## config.mk

```make
export PLATFORM = sky130hd
export DESIGN_NAME = mdio_master
export DESIGN_NICKNAME = d
export VERILOG_FILES = /design/src/rtl/mdio_pkg.sv /design/src/rtl/mdio_clkgen.sv /design/src/rtl/mdio_bit_seq.sv /design/src/rtl/mdio_master.sv
export SDC_FILE = /design/constraint.sdc
export NUM_CORES = 1
export LEC_CHECK = 0
export ABC_AREA = 1
export CAP_MARGIN = 20
export CELL_PAD_IN_SITES_DETAIL_PLACEMENT = 1
export CELL_PAD_IN_SITES_GLOBAL_PLACEMENT = 1
export CORE_AREA = 2 2 119 121
export CTS_CLUSTER_DIAMETER = 40
export DETAILED_ROUTE_END_ITERATION = 12
export DIE_AREA = 0 0 121 123
export DONT_BUFFER_PORTS = 1
export GPL_TIMING_DRIVEN = 1
export PLACE_DENSITY = 0.68
export SLEW_MARGIN = 30
export SYNTH_ARGS = -nofsm -noshare
export SYNTH_HDL_FRONTEND = slang
export SYNTH_HIERARCHICAL = 1
export SYNTH_SLANG_ARGS = --single-unit
```

## constraint.sdc

```tcl
create_clock -name clk -period 1.95 [get_ports clk]
set_input_delay 0.39 -clock clk [delete_from_list [all_inputs] [get_ports clk]]
set_output_delay 0.39 -clock clk [all_outputs]
set_load 0.05 [all_outputs]
```

## src/rtl/mdio_pkg.sv

```systemverilog
package mdio_pkg;

  typedef enum logic [1:0] {
    OP_WRITE = 2'b01,
    OP_READ  = 2'b10
  } mdio_op_e;

  localparam logic [1:0] SOF_CODE = 2'b01;
  localparam logic [1:0] TA_WRITE = 2'b10;
  localparam logic [1:0] TA_READ  = 2'b11;

  // header length in bit times: sync ones + start + op + addresses
  function automatic int hdr_bits(input int pre, input int phy_w, input int reg_w);
    return pre + 4 + phy_w + reg_w;
  endfunction

  // full frame length in bit times
  function automatic int frame_bits(input int pre, input int phy_w, input int reg_w,
                                    input int dw);
    return hdr_bits(pre, phy_w, reg_w) + 2 + dw;
  endfunction

  function automatic mdio_op_e op_code(input logic is_read);
    return is_read ? OP_READ : OP_WRITE;
  endfunction

endpackage

```

## src/rtl/mdio_clkgen.sv

```systemverilog
module mdio_clkgen #(
  parameter int HALF_DIV  = 52,
  parameter int DRIVE_DLY = 2
) (
  input  logic clk,
  input  logic rst_n,
  input  logic run,
  output logic mdc,
  output logic drive_tick,
  output logic sample_tick,
  output logic period_end
);
  localparam int CW = $clog2(2 * HALF_DIV);
  localparam logic [CW-1:0] LAST   = CW'(2 * HALF_DIV - 1);
  localparam logic [CW-1:0] RISE_M = CW'(HALF_DIV - 1);
  localparam logic [CW-1:0] SAMP   = CW'(HALF_DIV);
  localparam logic [CW-1:0] DRV    = CW'(DRIVE_DLY);

  logic [CW-1:0] phase_q;
  logic          mdc_q;

  always_ff @(posedge clk or negedge rst_n) begin
    if (!rst_n) begin
      phase_q <= '0;
      mdc_q   <= 1'b0;
    end else if (!run) begin
      phase_q <= '0;
      mdc_q   <= 1'b0;
    end else begin
      phase_q <= (phase_q == LAST) ? '0 : phase_q + 1'b1;
      if (phase_q == RISE_M)    mdc_q <= 1'b1;
      else if (phase_q == LAST) mdc_q <= 1'b0;
    end
  end

  assign mdc         = mdc_q;
  assign drive_tick  = run && (phase_q == DRV);
  assign sample_tick = run && (phase_q == SAMP);
  assign period_end  = run && (phase_q == LAST);

  // the sample point lies in the high half of the bit time
  a_r1_sample_in_high: assert property (@(posedge clk) disable iff (!rst_n)
    sample_tick |-> mdc_q);
  // the drive point lies in the low half
  a_r1_drive_in_low: assert property (@(posedge clk) disable iff (!rst_n)
    drive_tick |-> !mdc_q);
  // the clock rests low when no frame runs
  a_r6_mdc_rest_low: assert property (@(posedge clk) disable iff (!rst_n)
    !run |=> !mdc_q);

endmodule

```

## src/rtl/mdio_bit_seq.sv

```systemverilog
module mdio_bit_seq #(
  parameter int FRAME_LEN = 62,
  parameter int TA_POS    = 44
) (
  input  logic clk,
  input  logic rst_n,
  input  logic run,
  input  logic period_end,
  output logic in_turn,
  output logic in_data,
  output logic frame_end
);
  localparam int BW = $clog2(FRAME_LEN);
  localparam logic [BW-1:0] LAST_BIT = BW'(FRAME_LEN - 1);
  localparam logic [BW-1:0] TA_AT    = BW'(TA_POS);
  localparam logic [BW-1:0] DATA_AT  = BW'(TA_POS + 2);

  logic [BW-1:0] bit_q;

  always_ff @(posedge clk or negedge rst_n) begin
    if (!rst_n)          bit_q <= '0;
    else if (!run)       bit_q <= '0;
    else if (period_end) bit_q <= (bit_q == LAST_BIT) ? '0 : bit_q + 1'b1;
  end

  assign in_turn   = bit_q >= TA_AT;
  assign in_data   = bit_q >= DATA_AT;
  assign frame_end = period_end && (bit_q == LAST_BIT);

  // the bit index never leaves the frame
  a_r2_bit_bound: assert property (@(posedge clk) disable iff (!rst_n)
    run |-> (bit_q <= LAST_BIT));

endmodule

```

## src/rtl/mdio_master.sv

```systemverilog
module mdio_master
  import mdio_pkg::*;
#(
  parameter int CLK_HALF_DIV = 52,
  parameter int DRIVE_DLY    = 2,
  parameter int PRE_LEN      = 32,
  parameter int PHY_AW       = 3,
  parameter int REG_AW       = 5,
  parameter int DATA_W       = 16
) (
  input  logic              clk,
  input  logic              rst_n,
  input  logic              start_i,
  input  logic              rd_i,
  input  logic [PHY_AW-1:0] phy_addr_i,
  input  logic [REG_AW-1:0] reg_addr_i,
  input  logic [DATA_W-1:0] wdata_i,
  output logic [DATA_W-1:0] rdata_o,
  output logic              busy_o,
  output logic              done_o,
  output logic              mdc_o,
  output logic              mdio_out,
  output logic              mdio_oe,
  input  logic              mdio_in
);
  localparam int TA_POS    = hdr_bits(PRE_LEN, PHY_AW, REG_AW);
  localparam int FRAME_LEN = frame_bits(PRE_LEN, PHY_AW, REG_AW, DATA_W);

  logic                 busy_q, rd_q, done_q, out_q, oe_q;
  logic [FRAME_LEN-1:0] shreg_q;
  logic [DATA_W-1:0]    rcap_q, rdata_q;

  // named internal events
  logic accept, drive_tick, sample_tick, period_end;
  logic in_turn, in_data, frame_end, capture_bit;

  assign accept      = start_i && !busy_q;
  assign capture_bit = sample_tick && in_data && rd_q;

  mdio_clkgen #(.HALF_DIV(CLK_HALF_DIV), .DRIVE_DLY(DRIVE_DLY)) clkgen_i (
    .clk(clk), .rst_n(rst_n), .run(busy_q), .mdc(mdc_o),
    .drive_tick(drive_tick), .sample_tick(sample_tick), .period_end(period_end)
  );

  mdio_bit_seq #(.FRAME_LEN(FRAME_LEN), .TA_POS(TA_POS)) seq_i (
    .clk(clk), .rst_n(rst_n), .run(busy_q), .period_end(period_end),
    .in_turn(in_turn), .in_data(in_data), .frame_end(frame_end)
  );

  always_ff @(posedge clk or negedge rst_n) begin
    if (!rst_n) begin
      busy_q  <= 1'b0;
      rd_q    <= 1'b0;
      done_q  <= 1'b0;
      out_q   <= 1'b1;
      oe_q    <= 1'b0;
      shreg_q <= '0;
      rcap_q  <= '0;
      rdata_q <= '0;
    end else begin
      done_q <= 1'b0;
      if (accept) begin
        busy_q  <= 1'b1;
        rd_q    <= rd_i;
        shreg_q <= {{PRE_LEN{1'b1}}, SOF_CODE, op_code(rd_i), phy_addr_i, reg_addr_i,
                    (rd_i ? TA_READ : TA_WRITE), wdata_i};
      end
      if (drive_tick) begin
        out_q   <= shreg_q[FRAME_LEN-1];
        oe_q    <= !(rd_q && in_turn);
        shreg_q <= shreg_q << 1;
      end
      if (capture_bit) rcap_q <= {rcap_q[DATA_W-2:0], mdio_in};
      if (frame_end) begin
        busy_q <= 1'b0;
        done_q <= 1'b1;
        oe_q   <= 1'b0;
        if (rd_q) rdata_q <= rcap_q;
      end
    end
  end

  assign busy_o   = busy_q;
  assign done_o   = done_q;
  assign mdio_out = out_q;
  assign mdio_oe  = oe_q;
  assign rdata_o  = rdata_q;

  // line released when idle
  a_r6_idle_released: assert property (@(posedge clk) disable iff (!rst_n)
    !busy_q |-> !mdio_oe);
  // read hands the line over from the turnaround on
  a_r4_read_release: assert property (@(posedge clk) disable iff (!rst_n)
    drive_tick && rd_q && in_turn |=> !mdio_oe);
  // write keeps ownership at every drive point
  a_r3_write_owns: assert property (@(posedge clk) disable iff (!rst_n)
    drive_tick && !rd_q |=> mdio_oe);
  // data value only moves at a drive point
  a_r5_out_hold: assert property (@(posedge clk) disable iff (!rst_n)
    !drive_tick |=> $stable(mdio_out));
  // enable only moves at a drive point or frame end
  a_r5_oe_hold: assert property (@(posedge clk) disable iff (!rst_n)
    !drive_tick && !frame_end |=> $stable(mdio_oe));
  // done is a single clock and follows busy dropping
  a_r7_done_single: assert property (@(posedge clk) disable iff (!rst_n)
    done_q |=> !done_q);
  a_r7_done_not_busy: assert property (@(posedge clk) disable iff (!rst_n)
    done_q |-> !busy_o);
  // requests during a frame leave the operation unchanged
  a_r8_start_ignored: assert property (@(posedge clk) disable iff (!rst_n)
    busy_q && start_i && !frame_end |=> busy_q && $stable(rd_q));
  // read word moves only at read completion
  a_r10_rdata_hold: assert property (@(posedge clk) disable iff (!rst_n)
    !(frame_end && rd_q) |=> $stable(rdata_o));

endmodule

```

* Word level (Yosys, flattened, before mapping) *
Index checks and enable logic that the tools add are counted.

storage, ports and cells
  output and inout bits = 21
  bits of input ports = 29
  register bits after elaboration = 113
  logic and storage cells = 53

cells by class
  reductions and logical operators = 14
  add/sub/neg operators = 2
  multiplexer cells = 17
  $lt $le $gt $ge = 2
  eq/ne operators = 7

operators with widths
  kind                   count
  $mux W62               2
  $mux W6                3
  $eq A7 B6 Y1 const B   2
  $mux W7                2
  $ge A6 B6 Y1 const B   2
  $mux W1                9
  $logic_and A1 B1 Y1    8
  $add A7 B1 Y7 const B  1
  $eq A7 B2 Y1 const B   1
  $eq A7 B7 Y1 const B   1
  $add A6 B1 Y6 const B  1
  $eq A6 B6 Y1 const B   1
  $reduce_bool A2 Y1     3
  $ne A3 B1 Y1 const B   1
  $logic_not A1 Y1       2
  $mux W2                1
  $ne A2 B1 Y1 const B   1
  $reduce_and A2 Y1      1

* Depth between registers and ports, before layout *
Gate-level depths: netlist of the first run.

  depth in word-level cells = 5
  depth in mapped cells = 11
  mapped depth without buffers = 11

* Cells and area by module *
The synthesis of the first run kept the hierarchy.

modules (own cells, without submodules)
  module        times used  sequential area each (um^2)  cells each  area each (um^2)
  mdio_master   1           2478.6                       562         4421.7
  mdio_clkgen   1           200.2                        61          469.2
  mdio_bit_seq  1           150.1                        58          409.1

* Least setup slack after synthesis of the first run *
Ideal clock, no wire load.

  path kind = register -> register
  start point = register busy_q, in the netlist busy_o
  end point = register shreg_q[40]
  stages on the path, launching flop included = 9
  buffers on the path = 3
  arrival time = 1.844 ns
  clock period less this slack = 1.961 ns
  path slack = -0.011 ns
  setup time = 0.116 ns
  cells stage by stage = dfrtp_1 clkbuf_1 nand3_1 nor3_1 inv_2 buf_4 buf_4 nand3_1 nand2_1

on the way
  elaborated cells on any way between the ends = 5
  classes of those cells = mux (1); reduce/logical (4)

RTL lines
  what                                            line               source
  start: declaration                              mdio_master.sv:29  logic busy_q, rd_q, done_q, out_q, oe_q;
  start signal: assignment                        mdio_master.sv:52  busy_q <= 1'b0;
  start signal: assignment                        mdio_master.sv:63  busy_q <= 1'b1;
  start signal: assignment                        mdio_master.sv:75  busy_q <= 1'b0;
  $logic_and A1 B1 Y1 *                           mdio_clkgen.sv:37  assign drive_tick = run && (phase_q == DRV);
  named net drive_tick                            mdio_master.sv:34  logic accept, drive_tick, sample_tick, period_end;
  $mux W62 or $reduce_bool A2 Y1 (tied branches)  --
  end signal: assignment                          mdio_master.sv:65  shreg_q <= {{PRE_LEN{1'b1}}, SOF_CODE, op_code(rd_i), phy_addr_i, reg_addr_i,
  end signal: assignment                          mdio_master.sv:71  shreg_q <= shreg_q << 1;
  end: declaration                                mdio_master.sv:30  logic [FRAME_LEN-1:0] shreg_q;

The timed path passes the listed nets; every way through them passes the cells marked *.
A chain may end at the register's enable or synchronous reset.

* Final worst setup path of the first run *
  start point = register clkgen_i.phase_q[1]
  end point = register rdata_q[2], in the netlist rdata_o[2]

on the way
  word-level cells in the longest chain between the ends = 4

ends and longest elaborated chain
  what                                line                source
  start: declaration                  mdio_clkgen.sv:19   logic [CW-1:0] phase_q;
  start signal: assignment            mdio_clkgen.sv:30   phase_q <= (phase_q == LAST) ? '0 : phase_q + 1'b1;
  $eq A7 B7 Y1                        mdio_clkgen.sv:39   assign period_end = run && (phase_q == LAST);
  $logic_and A1 B1 Y1                 mdio_clkgen.sv:39
  named net period_end                mdio_master.sv:34
  $logic_and A1 B1 Y1                 mdio_bit_seq.sv:28  assign frame_end = period_end && (bit_q == LAST_BIT);
  named net frame_end                 mdio_master.sv:35   logic in_turn, in_data, frame_end, capture_bit;
  $reduce_and A2 Y1 (no source line)  --
  end signal: assignment              mdio_master.sv:78   if (rd_q) rdata_q <= rcap_q;
  end: declaration                    mdio_master.sv:31   logic [DATA_W-1:0] rcap_q, rdata_q;

The timed path passes the listed nets, and every way through them passes these cells.

==> flow_summary.toml, run 1 <==
[worst_setup_path]
crit_path_start_kind = "flop"
critPathRequiredTime_ns = 2.24
cpMaxStageDelayCell = "dfrtp_1"
end_kind = "flop"
path_cells = "ha_1, nand2_2, inv_1, nand3_2, nor2_2, nand2_1, inv_1, nand2_1, buf_12, nand2_1, o21ai_0"
critPathArrivalTime_ns = 2.05
worstPathMaxFanout = 31
critical_path.most_common_cell = "nand2_1"
worstSetupPathType = "reg -> reg"
slowest_delay_ns = 0.38

[sta]
rsz0062_at_grt = "false"
finalSetupViolCount = 0
fmax_ghz = 0.568
drv_slew = 0
fin_ws_ns = 0.191
hold_slack_ns = -0.333
worst_slew_pin_slew_ns = 0.535
min_period_over_period_pct = 90.2
hold_viol_final = 113
fin_worst_skew_ns = 0.00430
min_period_ns = 1.76
finalSetupTns_ns = 0
relSlewSlack_pct = 64.3

[clock_network]
clk_pin_slew_worst_paths_ns = 0.05
worstSkewPairLatency_ns = 0.42
cts.sinks = 113
ctsHtreeMaxLevel = 4
cts_buffers = 17
root_buffer = "clkbuf_16"
clockBufferDepth = 2
tritoncts = "done"

[power_and_ir_drop]
ir_drop_uv = 727
p_leak_nw = 2.99
power_density_nw_per_um2 = 930

[floorplanning]
std_cell_rows = 43
die_area_um2 = 14900
dieHeight_um = 123
core_area_um2 = 13600
die_width_um = 121
start_util_pct = 38.9
io_pins = 50

[synthesis]
yosys.area.top_type = "dfrtp_1"
avgSynthCellArea_um2 = 7.78
synth_compound_area_share_pct = 4.06
postSynthCellCount = 681
synth-seq-area-share_pct = 53.4
synth_nets = 716
synth_edf_count = 0
yosysTopAreaCellShare_pct = 52.9
synthMuxAreaShare_pct = 0
synth-xor-area-share_pct = 0.331
async_reset_ff_share_pct = 100
yosys-top-cells-area = "dfrtp_1, nand2_1, nand3_1"
ys_warn_count = 6
synthAdderAreaFrac_pct = 1.42
synth_seq_cells = 113
synth_ff_type = "dfrtp_1"
synth_cell_type_count = 24
syn_area_um2 = 5300
synth-simple-area-share_pct = 31.9
synth_top_family_by_area = "simple AND/OR/NAND/NOR gates"

[hold_path]
hold_path_class = "in -> async"

[placed_design]
portBuffers = 0
pre_cts_slack_ns = 0.0953
dpl.hpwl_mm = 7.53
place_congestion = 0.729

[routing]
wl_mm = 12.5
vias_per_cell = 4.90
drt_pass1_iterations = 6
drt.antenna.violating_nets = 0
drt_iter0_markers = 231
via_count = 4282
wl_per_cell_um = 14.3
drc = 0

[run_status]
status = "finished with violations"
failed_checks = "hold timing"

[global_routing]
grt_max_degree = 114
antenna_found_initial = 0
overflow = 0
grt_pass1_vias = 4605
track_usage_pct = 18.4
grt_pass1_wl_mm = 21.6

[finish]
antenna_cells = 0
fillers = 1643
syn2layout_area_growth_pct = 16.5
nNetsFinal = 715
post_route_cells_drive_above_1_share_pct = 9.96

[run]
drv_cap = 0
-- cells in the final DEF (no fill, tap or decap), drive strengths merged --
| cell type | instances |
|---|---|
| a21oi | 2 |
| xor2 | 1 |
| dfrtp | 112 |
| nand2 | 306 |
| buf | 16 |
| clkbuf | 18 |
| nand3 | 79 |
| o21ai | 38 |
| nor2 | 23 |
| ha | 6 |
| clkinv | 4 |
| inv | 72 |
| bufinv | 5 |
| nand4 | 2 |
| clkinvlp | 4 |
| dfstp | 1 |
| xnor2 | 1 |
| nor3 | 1 |
| o21bai | 2 |
-- what timing repair did --
action | CTS | global route
gates resized for setup | 0 | 3
endpoints found under the hold margin | 113 | 113
endpoints found under the setup margin | 0 | 26
buffers inserted | 0 | 2
-- layout make-up --
cell class | instances | area (um2) | share of cell area, %
Clock buffer | 18 | 429 | 6.95
Clock inverter | 14 | 213 | 3.44
Inverter | 71 | 267 | 4.32
Multi-Input combinational cell | 461 | 2020 | 32.7
Sequential cell | 113 | 2830 | 45.8
Tap cell | 180 | 225 | 3.65
Timing Repair Buffer | 16 | 195 | 3.16
-- state kept, by name, summed over array words and instances, names as in the netlist --
signal and count:
shreg_q 62, rcap_q 16, rdata_o 16, clkgen_i/phase_q 7
seq_i/bit_q 6, busy_o 1, clkgen_i/mdc 1, done_o 1
mdio_oe 1, mdio_out 1, rd_q 1
-- stage by stage --
step	cell area [um2]	total power [mW]	std cells	util, %	hold slack (ns)
3_5_place_dp	5510	2.41	839	40.5	0.0979
6_report	6180	5.75	873	45.4	-0.333
3_3_place_gp	5510	2.41	839	40.5	0.0990
4_1_cts	6150	5.83	871	45.2	-0.359
5_1_grt	6180	5.93	873	45.4	-0.356
2_1_floorplan	5300	2.41	681	-	0.0944
-- worst max-delay path: cells and delay by family (launching register included) --
| kind | cells | cell delay [ns] |
|---|---|---|
| AO/OA/AOI/OAI | 1 | 0.10 |
| adder cells (fa/ha/maj) | 1 | 0.22 |
| buffers and inverters | 3 | 0.35 |
| flip-flops | 1 | 0.38 |
| AND/OR/NAND/NOR | 6 | 0.57 |
-- cells in the mapped netlist (4+ instances only) --
cell type and n:
clkbuf_1 5, nor2_1 18, inv_1 68, nand3_1 77, nor2_2 4, nand2_1 300
dfrtp_1 112, ha_1 6, o21ai_1 12, nand2_2 6, o21ai_0 26, buf_4 13
buf_2 17
-- power by group --
| part | internal, mW | leakage (nW) | switching, mW |
|---|---|---|---|
| Combinational | 0.0106 | 1.29 | 0.0146 |
| Sequential | 2.35 | 1.40 | 0 |
| Clock | 2.26 | 0.302 | 1.11 |
-- cells by family (layout without fill, tap and decap cells) --
kind of cell,after synthesis,in the layout
xor+xnor,2,2
simple gates,411,411
flops,113,113
compound gates,42,42
buf+inv,107,119
fa+ha+maj,6,6
-- worst paths after layout --
check | start | to | slack [ns] | depth (start not counted)
max | clkgen_i/phase_q[1] | rdata_o[2] | 0.19 | 11
min | rst_n | shreg_q[22] | -0.33 | 0
max reg2reg | clkgen_i/phase_q[1] | rdata_o[2] | 0.19 | 11
min reg2reg | clkgen_i/phase_q[0] | clkgen_i/phase_q[0] | 0.46 | 1
max in group asynchronous | rst_n | mdio_out | 2.03 | 0
min in group clk | start_i | shreg_q[0] | 0.14 | 2
-- routing by layer --
metal  track usage [%]  share of wire (%)  up-vias
met1              21.4                 45     2114
met2              31.5                 48       67
met5                 0                  0        -
met4              7.41                1.6        0
li1                  -                  -     2086
met3              6.04                5.2       15
No activity file was read; power rests on OpenSTA's default activity.
==> run 2, diff against run 1 <==
--- a/config.mk
+++ b/config.mk
@@ -9,13 +9,13 @@
 export CAP_MARGIN = 20
 export CELL_PAD_IN_SITES_DETAIL_PLACEMENT = 1
 export CELL_PAD_IN_SITES_GLOBAL_PLACEMENT = 1
-export CORE_AREA = 2 2 119 121
+export CORE_AREA = 2 2 117 119
 export CTS_CLUSTER_DIAMETER = 40
 export DETAILED_ROUTE_END_ITERATION = 12
-export DIE_AREA = 0 0 121 123
+export DIE_AREA = 0 0 119 121
 export DONT_BUFFER_PORTS = 1
 export GPL_TIMING_DRIVEN = 1
-export PLACE_DENSITY = 0.68
+export PLACE_DENSITY = 0.7
 export SLEW_MARGIN = 30
 export SYNTH_ARGS = -nofsm -noshare
 export SYNTH_HDL_FRONTEND = slang
==> run 2 against run 1 <==
Effect of this change:
- the flow still finishes with violations (hold timing)
- clock skew up 0.0024 ns
- power down 10%
- clock power down 17%
- register-to-register slack worse by 0.06 ns
- cell count down 0.69%
- sequential share of layout area up 0.49 points
- critical path type unchanged
- critical endpoint is now shreg_q[7]
- largest cell class unchanged
==> flow_summary.toml, run 2 (same netlist as run 1, synthesis figures left out) <==
[placed_design]
portBuffers = 0
dpl.hpwl_mm = 7.13
pre_cts_slack_ns = 0.0456
place_congestion = 0.773
dp.cells = 831

[routing]
wl_per_cell_um = 14.6
drt.antenna.violating_nets = 0
vias_per_cell = 4.89
wl_mm = 12.6
via_count = 4241
drc = 0
drt_iter0_markers = 196
drt_pass1_iterations = 4

[sta]
hold_viol_final = 113
fin_worst_skew_ns = 0.00672
drv_slew = 0
fin_ws_ns = 0.129
relSlewSlack_pct = 65.5
min_period_over_period_pct = 93.4
worst_slew_pin_slew_ns = 0.518
fmax_ghz = 0.549
hold_slack_ns = -0.324
finalSetupViolCount = 0
min_period_ns = 1.82

[finish]
post_route_cells_drive_above_1_share_pct = 10.3
layoutNonFillerInstCount = 867
syn2layout_area_growth_pct = 15.3
largest-register = "shreg_q"
antenna_cells = 0
final_common_cell = "nand2_1"
largest_register_ffs = 62
nNetsFinal = 713
mostFrequentLayoutCells = "nand2_1, dfrtp_1, nand3_1"

[global_routing]
track_usage_pct = 18.2
overflow = 0
grt_max_degree = 114
antenna_found_initial = 0
grt_pass1_vias = 4469
grt_pass1_wl_mm = 21.1

[clock_network]
worstSkewPairLatency_ns = 0.41
clk_pin_slew_worst_paths_ns = 0.05
ctsHtreeMaxLevel = 4
root_buffer = "clkbuf_16"
cts_buffers = 17
cts.sinks = 113
tritoncts = "done"
clockBufferDepth = 2

[worst_setup_path]
endpoint = "shreg_q[7]"
r2r-start = "clkgen_i/phase_q[0]"
end_kind = "flop"
worstPathMaxFanout = 63
critPathRequiredTime_ns = 2.29
rrSetupSlack_ns = 0.13
critPathArrivalTime_ns = 2.17
crit_start = "clkgen_i/phase_q[0]"
crit_path_start_kind = "flop"
rr_worst_depth = 9
worstSetupPathType = "reg -> reg"
rr_endpoint = "shreg_q[7]"

[floorplanning]
io_pins = 50
die_area_um2 = 14400
dieHeight_um = 121
start_util_pct = 40.5
die_width_um = 119
core_area_um2 = 13100
std_cell_rows = 42

[run_status]
failed_checks = "hold timing"
status = "finished with violations"

[power_and_ir_drop]
ir_drop_uv = 548
p_leak_nw = 2.95
power_density_nw_per_um2 = 845

[run]
drv_cap = 0

[hold_path]
hold_path_class = "in -> async"
## run 2: routing by layer
metal	track usage (%)	wire length, um	vias up
met5	0	0	-
met4	6.47	157	0
met3	5.03	497	15
met2	30.7	6280	55
met1	22.6	5690	2080
li1	-	-	2091
## run 2: layout make-up
type                    count  area, um2
repair buffers             14        206
fillers                  1604       6970
inverters                  71        269
multi-input cells         461       2040
clock inverters            12       86.3
well taps                 176        220
clock buffers              20        457
flip-flops and latches    113       2830
## run 2: per-stage QoR
step	hold slack, ns	power (mW)	instance area (um2)	setup TNS (ns)	utilization [%]
after floorplan	0.0944	2.41	5300	0	-
after global placement	0.0993	2.41	5460	0	41.7
after detailed placement	0.0989	2.41	5460	0	41.7
after CTS	-0.343	5.23	6010	0	45.9
after global routing	-0.352	5.36	6110	-0.111	46.7
final	-0.324	5.16	6110	0	46.7
## run 2: power by group
part,switching (mW),internal (mW)
combinational,0.0148,0.0106
sequential,0,2.35
clock,1.10,1.68
total,1.12,4.04
## run 2: how the worst min path moves through the flow
stage | startpoint | endpoint | slack [ns] | cells past startpoint
after floorplan | rst_n | busy_o | 0.09 | 0
after global placement | rst_n | shreg_q[23] | 0.1 | 0
after detailed placement | rst_n | shreg_q[23] | 0.1 | 0
after CTS | rst_n | shreg_q[23] | -0.34 | 0
after global routing | rst_n | shreg_q[11] | -0.35 | 0
final | rst_n | shreg_q[23] | -0.32 | 0
## run 2: critical path: stages, from the launching register on
cell and delay, ns:
dfrtp_1 0.41, inv_2 0.10, ha_1 0.18, nand3_2 0.11, nor3_4 0.30, buf_12 0.31
nand2_1 0.09, nand2_1 0.08, nand2_1 0.07, nand2_1 0.07
## run 2: what timing repair did
action / CTS / global route
hold endpoints to repair: 113 / 113
gates resized for setup: 0 / 11
setup endpoints to repair: 0 / 74
buffers inserted: 0 / 2
